**src/rtl/seg_xlate_pkg.sv**
```systemverilog
package seg_xlate_pkg;

    // Outcome of the descriptor checks; absent outranks limit.
    typedef enum logic [1:0] {
        CHK_OK     = 2'd0,
        CHK_ABSENT = 2'd1,
        CHK_LIMIT  = 2'd2
    } chk_result_e;

    // Address formation variant selected per request.
    typedef enum logic {
        FORM_FLAT  = 1'b0,
        FORM_PAGED = 1'b1
    } form_mode_e;

endpackage

```
**src/rtl/seg_desc_table.sv**
```systemverilog
module seg_desc_table #(
    parameter int SEL_W  = 4,
    parameter int PA_W   = 24,
    parameter int LEN_W  = 17
) (
    input  logic             clk,
    input  logic             rst_n,
    // write port
    input  logic             wr_en,
    input  logic [SEL_W-1:0] wr_idx,
    input  logic             wr_present,
    input  logic             wr_modified,
    input  logic [PA_W-1:0]  wr_base,
    input  logic [LEN_W-1:0] wr_length,
    // dirty-flag set request
    input  logic             mark_en,
    input  logic [SEL_W-1:0] mark_idx,
    // combinational read port
    input  logic [SEL_W-1:0] rd_idx,
    output logic             rd_present,
    output logic             rd_modified,
    output logic [PA_W-1:0]  rd_base,
    output logic [LEN_W-1:0] rd_length
);

    localparam int ENTRIES = 1 << SEL_W;

    typedef struct packed {
        logic             present;
        logic             modified;
        logic [PA_W-1:0]  base;
        logic [LEN_W-1:0] length;
    } desc_t;

    desc_t tbl_d [ENTRIES];
    desc_t tbl_q [ENTRIES];

    // next-state: dirty marking first, table write last so it wins
    always_comb begin
        for (int i = 0; i < ENTRIES; i++) begin
            tbl_d[i] = tbl_q[i];
        end
        if (mark_en) begin
            tbl_d[mark_idx].modified = 1'b1;
        end
        if (wr_en) begin
            tbl_d[wr_idx].present  = wr_present;
            tbl_d[wr_idx].modified = wr_modified;
            tbl_d[wr_idx].base     = wr_base;
            tbl_d[wr_idx].length   = wr_length;
        end
    end

    generate
        for (genvar g = 0; g < ENTRIES; g++) begin : g_entry
            always_ff @(posedge clk) begin
                if (!rst_n) begin
                    tbl_q[g] <= '0;
                end else begin
                    tbl_q[g] <= tbl_d[g];
                end
            end
        end
    endgenerate

    // read returns the registered (old) descriptor
    always_comb begin
        rd_present  = tbl_q[rd_idx].present;
        rd_modified = tbl_q[rd_idx].modified;
        rd_base     = tbl_q[rd_idx].base;
        rd_length   = tbl_q[rd_idx].length;
    end

    // A non-colliding mark must leave the flag set on the next cycle.
    assert_mark_sets_dirty_R7: assert property (@(posedge clk) disable iff (!rst_n)
        (mark_en && !(wr_en && wr_idx == mark_idx))
        |=> tbl_q[$past(mark_idx)].modified);

    // A table write stores exactly the supplied fields, mark or not.
    assert_write_overrides_R8: assert property (@(posedge clk) disable iff (!rst_n)
        wr_en |=> (tbl_q[$past(wr_idx)].modified == $past(wr_modified))
               && (tbl_q[$past(wr_idx)].base == $past(wr_base))
               && (tbl_q[$past(wr_idx)].present == $past(wr_present)));

endmodule

```
**src/rtl/seg_bound_check.sv**
```systemverilog
module seg_bound_check
    import seg_xlate_pkg::*;
#(
    parameter int OFF_W = 16,
    parameter int LEN_W = 17
) (
    input  logic             present,
    input  logic [LEN_W-1:0] length,
    input  logic [OFF_W-1:0] offset,
    output chk_result_e      result
);

    localparam int PAD_W = LEN_W - OFF_W;

    logic [LEN_W-1:0] off_ext;
    logic             beyond;

    generate
        if (PAD_W > 0) begin : g_pad
            assign off_ext = {{PAD_W{1'b0}}, offset};
        end else begin : g_nopad
            assign off_ext = offset[LEN_W-1:0];
        end
    endgenerate

    assign beyond = (off_ext >= length);

    always_comb begin
        if (!present) begin
            result = CHK_ABSENT;
        end else if (beyond) begin
            result = CHK_LIMIT;
        end else begin
            result = CHK_OK;
        end
    end

    // Absence is reported whatever the bounds say.
    always_comb begin
        if (!present) begin
            assert_absent_first_R5: assert (result == CHK_ABSENT);
        end
    end

endmodule

```
**src/rtl/seg_addr_form.sv**
```systemverilog
module seg_addr_form
    import seg_xlate_pkg::*;
#(
    parameter int OFF_W    = 16,
    parameter int PA_W     = 24,
    parameter int PG_OFF_W = 10,
    parameter int PTE_SH   = 2
) (
    input  form_mode_e          mode,
    input  logic [PA_W-1:0]     base,
    input  logic [OFF_W-1:0]    offset,
    output logic [PA_W-1:0]     addr,
    output logic [PG_OFF_W-1:0] page_off
);

    localparam int PG_NUM_W = OFF_W - PG_OFF_W;

    logic [PA_W-1:0]     off_wide;
    logic [PA_W-1:0]     pte_step;
    logic [PG_NUM_W-1:0] page_num;

    assign page_num = offset[OFF_W-1:PG_OFF_W];
    assign off_wide = PA_W'(offset);
    assign pte_step = PA_W'(page_num) << PTE_SH;

    always_comb begin
        unique case (mode)
            FORM_PAGED: begin
                addr     = base + pte_step;
                page_off = offset[PG_OFF_W-1:0];
            end
            default: begin
                addr     = base + off_wide;
                page_off = '0;
            end
        endcase
    end

endmodule

```
**src/rtl/seg_translator.sv**
```systemverilog
module seg_translator
    import seg_xlate_pkg::*;
#(
    parameter int SEL_W    = 4,
    parameter int OFF_W    = 16,
    parameter int PA_W     = 24,
    parameter int PG_OFF_W = 10,
    parameter int PTE_SH   = 2,
    parameter int LEN_W    = OFF_W + 1
) (
    input  logic                clk,
    input  logic                rst_n,
    input  logic                tw_en,
    input  logic [SEL_W-1:0]    tw_idx,
    input  logic                tw_present,
    input  logic                tw_modified,
    input  logic [PA_W-1:0]     tw_base,
    input  logic [LEN_W-1:0]    tw_length,
    input  logic                req_valid,
    input  logic                req_write,
    input  logic                req_paged,
    input  logic [SEL_W-1:0]    req_seg,
    input  logic [OFF_W-1:0]    req_off,
    output logic                rsp_valid,
    output logic                rsp_fault_absent,
    output logic                rsp_fault_limit,
    output logic                rsp_modified,
    output logic [PA_W-1:0]     rsp_addr,
    output logic [PG_OFF_W-1:0] rsp_page_off
);

    typedef struct packed {
        logic                valid;
        logic                f_absent;
        logic                f_limit;
        logic                modified;
        logic [PA_W-1:0]     addr;
        logic [PG_OFF_W-1:0] page_off;
    } rsp_t;

    rsp_t rsp_d, rsp_q;

    logic                d_present;
    logic                d_modified;
    logic [PA_W-1:0]     d_base;
    logic [LEN_W-1:0]    d_length;
    chk_result_e         chk;
    logic [PA_W-1:0]     form_addr;
    logic [PG_OFF_W-1:0] form_poff;
    logic                mark_en;

    seg_desc_table #(
        .SEL_W (SEL_W),
        .PA_W  (PA_W),
        .LEN_W (LEN_W)
    ) u_table (
        .clk         (clk),
        .rst_n       (rst_n),
        .wr_en       (tw_en),
        .wr_idx      (tw_idx),
        .wr_present  (tw_present),
        .wr_modified (tw_modified),
        .wr_base     (tw_base),
        .wr_length   (tw_length),
        .mark_en     (mark_en),
        .mark_idx    (req_seg),
        .rd_idx      (req_seg),
        .rd_present  (d_present),
        .rd_modified (d_modified),
        .rd_base     (d_base),
        .rd_length   (d_length)
    );

    seg_bound_check #(
        .OFF_W (OFF_W),
        .LEN_W (LEN_W)
    ) u_check (
        .present (d_present),
        .length  (d_length),
        .offset  (req_off),
        .result  (chk)
    );

    seg_addr_form #(
        .OFF_W    (OFF_W),
        .PA_W     (PA_W),
        .PG_OFF_W (PG_OFF_W),
        .PTE_SH   (PTE_SH)
    ) u_form (
        .mode     (form_mode_e'(req_paged)),
        .base     (d_base),
        .offset   (req_off),
        .addr     (form_addr),
        .page_off (form_poff)
    );

    assign mark_en = req_valid && req_write && (chk == CHK_OK);

    always_comb begin
        rsp_d = '0;
        if (req_valid) begin
            rsp_d.valid    = 1'b1;
            rsp_d.modified = d_modified;
            rsp_d.f_absent = (chk == CHK_ABSENT);
            rsp_d.f_limit  = (chk == CHK_LIMIT);
            if (chk == CHK_OK) begin
                rsp_d.addr     = form_addr;
                rsp_d.page_off = form_poff;
            end
        end
    end

    always_ff @(posedge clk) begin
        if (!rst_n) begin
            rsp_q <= '0;
        end else begin
            rsp_q <= rsp_d;
        end
    end

    assign rsp_valid        = rsp_q.valid;
    assign rsp_fault_absent = rsp_q.f_absent;
    assign rsp_fault_limit  = rsp_q.f_limit;
    assign rsp_modified     = rsp_q.modified;
    assign rsp_addr         = rsp_q.addr;
    assign rsp_page_off     = rsp_q.page_off;

    assert_resp_follows_req_R2: assert property (@(posedge clk) disable iff (!rst_n)
        1'b1 |=> (rsp_valid == $past(req_valid)));

    assert_fault_no_addr_R4: assert property (@(posedge clk) disable iff (!rst_n)
        (rsp_fault_limit || rsp_fault_absent) |-> (rsp_addr == '0 && rsp_page_off == '0));

    assert_single_fault_R10: assert property (@(posedge clk) disable iff (!rst_n)
        !(rsp_fault_absent && rsp_fault_limit) && ((rsp_fault_absent || rsp_fault_limit) -> rsp_valid));

    assert_flat_no_page_off_R3: assert property (@(posedge clk) disable iff (!rst_n)
        (req_valid && !req_paged) |=> (rsp_page_off == '0));

endmodule

```
**config.mk**
```make
export PLATFORM = sky130hd
export DESIGN_NAME = seg_translator
export DESIGN_NICKNAME = d
export VERILOG_FILES = /design/src/rtl/seg_xlate_pkg.sv /design/src/rtl/seg_desc_table.sv /design/src/rtl/seg_bound_check.sv /design/src/rtl/seg_addr_form.sv /design/src/rtl/seg_translator.sv
export SDC_FILE = /design/constraint.sdc
export NUM_CORES = 2
export LEC_CHECK = 0
export BUFFER_PORTS_ARGS = -buffer_cell sky130_fd_sc_hd__buf_2
export CAP_MARGIN = 20
export CELL_PAD_IN_SITES_DETAIL_PLACEMENT = 1
export CELL_PAD_IN_SITES_GLOBAL_PLACEMENT = 1
export CORE_MARGIN = 4
export CORE_UTILIZATION = 49
export CTS_CLUSTER_SIZE = 25
export DETAILED_ROUTE_END_ITERATION = 8
export PLACE_DENSITY = 0.91
export SYNTH_ARGS = -nofsm -noshare
export SYNTH_HDL_FRONTEND = slang
export SYNTH_HIERARCHICAL = 1
export SYNTH_SLANG_ARGS = --single-unit
```
**constraint.sdc**
```tcl
create_clock -name clk -period 4.66 [get_ports clk]
set_clock_uncertainty 0.15 [all_clocks]
set_input_delay 0.466 -clock clk [delete_from_list [all_inputs] [get_ports clk]]
set_output_delay 0.466 -clock clk [all_outputs]
set_load 0.01 [all_outputs]
```
==> results.cfg <==
[synthesis]
synth_edf_count = 0
synthCells = 3978
synth_area_leaders = dfxtp_1 (40%), a21boi_0 (12%), mux4_2 (11%)
muxShareOfSynthArea_pct = 10.78
synth-simple-area-share_pct = 12.71
synth_fp_nets = 4091
synth.most_common_cell = dfxtp_1
syn_avg_cell_area_um2 = 9.086
synthArstFlopShare_pct = 0
synthesis.area_mm2 = 0.03614
ys_types = 65
synth-seq-cells = 726
synth_compound_area_share_pct = 27.49
synth_ff_type = dfxtp_1
synth_top_family_by_area = compound AO/OA/AOI/OAI gates
synth_top_area_cell = dfxtp_1
yosysTopAreaCellShare_pct = 40.21
synthAdderAreaFrac_pct = 1.426
synth_xor_xnor_area_share_pct = 0.6543
ys_warn_count = 6
ys_top_cells_by_count = dfxtp_1 (726), o21ai_0 (693), nand3_1 (681), a21boi_0 (592), clkbuf_1 (353)
ys_seq_area_share_pct = 40.21

[sta]
tightest_slew_ns = 1.186
finalCritPeriodShare_pct = 92.32
setup_viol = 0
fmax_mhz = 232.5
slew_violations = 0
holdWs_ns = 0.07123
rsz0062_at_grt = no
tns_ns = 0
period_minus_slack_ns = 4.302
hold_violations = 0
max_slew_margin_pct = 20.74

[worst_setup_path]
cp.required_ns = 5.04
crit_path_cell_trace = buf_8, buf_12, mux4_2, a22oi_1, nand2_1, inv_1, ha_1, nand4b_1, nor4_1, o31ai_1, o21ai_1, nor3_1, nor3b_1, buf_4, a221oi_1, nor2_1
crit_cells = 16
crit_arrival_ns = 4.68
rr_worst_depth = 14
cp_slowest_cell = mux4_2
critPathMaxFanout = 18
crit_buf_inv = 4
worstSetupStartpointType = input port
max_stage_delay_ns = 0.54
cpLargestDelayFamily = simple AND/OR/NAND/NOR gates
end_kind = register
crit_type = input port to register

[drt]
drc = 0
wl_per_cell_um = 30.60
vias = 34990
dr.pass1.iters = 6
drtIter0Drc = 5252
final_antenna_net_count = 0
wl_mm = 145.3
via_per_inst = 7.366

[cells_and_area]
syn_to_final_growth_pct = 8.512
final_layout_size_suffix_gt1_share_pct = 13.98
final_nets = 3828
stdcell_area_mm2 = 0.03922

[clock_network]
clkLatencyLatePin_ns = 0.66
ctsRootBufferMaster = clkbuf_16
tritoncts = built
post_cts_buffers = 0
clockBufferDepth = 3
cts-buffers-inserted = 75
cts.clk_slew.worst_paths_ns = 0.08
clkSinkCount = 726
cts.htree.levels = 3

[flow_run]
drv_cap = 0

[global_routing]
grt_pass1_wl_mm = 221.9
antenna_found_initial = 28
gr-total-overflow = 0
track_usage_pct = 35.70
grt_pass1_vias = 36860
grt_max_degree = 173

[power]
peakVddDrop_uv = 330.1
power_density_mw_per_mm2 = 353.4
leakagePower_nw = 12.74
design_power_total_mw = 13.86

[place]
dpl-instance-area_mm2 = 0.03677
dp_hpwl_mm = 72.82
gp_congestion = 0.8831
io_buffers = 110

[floorplan]
num_rows = 99
die_w_um = 279.6
ios = 111
die_h_um = 279.6
die_area_mm2 = 0.07817
start_util_pct = 49.46
core_mm2 = 0.07308

[status]
status = finished clean

[worst_hold_path]
min_path_type = input port to register
hold_depth = 3
## path summary, 6_finish.rpt
kind	startpoint	slack, ns	end
setup / recovery	req_seg[0]	0.36	u_table/tbl_q[0][41]
hold / removal	tw_length[2]	0.07	u_table/tbl_q[3][2]
setup reg to reg	u_table/tbl_q[3][15]	0.41	u_table/tbl_q[0][41]
hold reg to reg	u_table/tbl_q[1][39]	0.33	u_table/tbl_q[1][39]
## layer usage
metal	GRT usage (%)	vias to the layer above	part of all wire [%]
met5	0.1832	-	0.030
met4	24.08	6	6.9
li1	-	14010	-
met2	56.35	2768	46
met1	42.60	17420	36
met3	9.951	778	11
## cells by family (layout without fill, tap and decap cells)
kind of cell	count (synthesis)	after routing
AOI/OAI and AO/OA	1554	1554
and+or+nand+nor	901	901
DFF	726	726
buffers and inverters	556	347
muxes	174	174
adders and majority gates	40	40
xor gates and xnor gates	27	27
other	0	22
## per-stage QoR
stage | utilization [%] | setup WS [ns] | std cells
2_1_floorplan | - | 0.8234 | 3978
3_3_place_gp | 50.32 | 0.3514 | 4596
3_5_place_dp | 50.32 | 0.3036 | 4596
4_1_cts | 53.59 | 0.6317 | 4728
5_1_grt | 53.66 | 0.2860 | 4748
6_report | 53.67 | 0.3580 | 4750
## cell usage in the layout, fill, tap and decap left out, types with 37 or more instances in the layout
cell type / count
o21ai_0: 693
ha_1: 38
buf_12: 37
clkbuf_16: 77
a21boi_1: 82
buf_4: 45
nand3_1: 681
mux4_2: 172
nand2_1: 80
a22oi_1: 86
a21boi_0: 592
buf_2: 107
dfxtp_1: 726
and2_1: 37
## registers in the layout, summed over array words and instances, names as in the netlist
signal	cells
rsp_fault_limit	1
rsp_modified	1
rsp_valid	1
rsp_addr	24
rsp_page_off	10
u_table/tbl_q	688
rsp_fault_absent	1
## cell type report
| class | instances | area (um2) |
|---|---|---|
| Sequential cell | 726 | 14530 |
| Inverter | 23 | 86.33 |
| Multi-Input combinational cell | 2696 | 19290 |
| Clock buffer | 102 | 2141 |
| Tap cell | 959 | 1200 |
| Fill cell | 8230 | 33860 |
| Clock inverter | 29 | 244.0 |
| Antenna cell | 22 | 55.05 |
| Timing Repair Buffer | 193 | 1668 |
## power breakdown
group / total [mW] / switching [mW] / internal [mW]
Combinational: 1.38 / 0.994 / 0.388
Clock: 6.15 / 2.80 / 3.35
Sequential: 6.33 / 0.0452 / 6.28
## timing repair
action | CTS | global route
hold endpoints to repair | 2 | 0
gates resized for setup | 0 | 0
hold buffers | 1 | 0
## worst reg2reg max path, stage by stage, from the launching register on
cell and delay [ns]:
dfxtp_1 0.33, mux4_2 0.49, a22oi_1 0.31, nand2_1 0.12
inv_1 0.13, ha_1 0.19, nand4b_1 0.32, nor4_1 0.42
o31ai_1 0.15, o21ai_1 0.47, nor3_1 0.22, nor3b_1 0.20
buf_4 0.17, a221oi_1 0.36, nor2_1 0.10
Note: power is estimated with default switching activity, not from simulation.
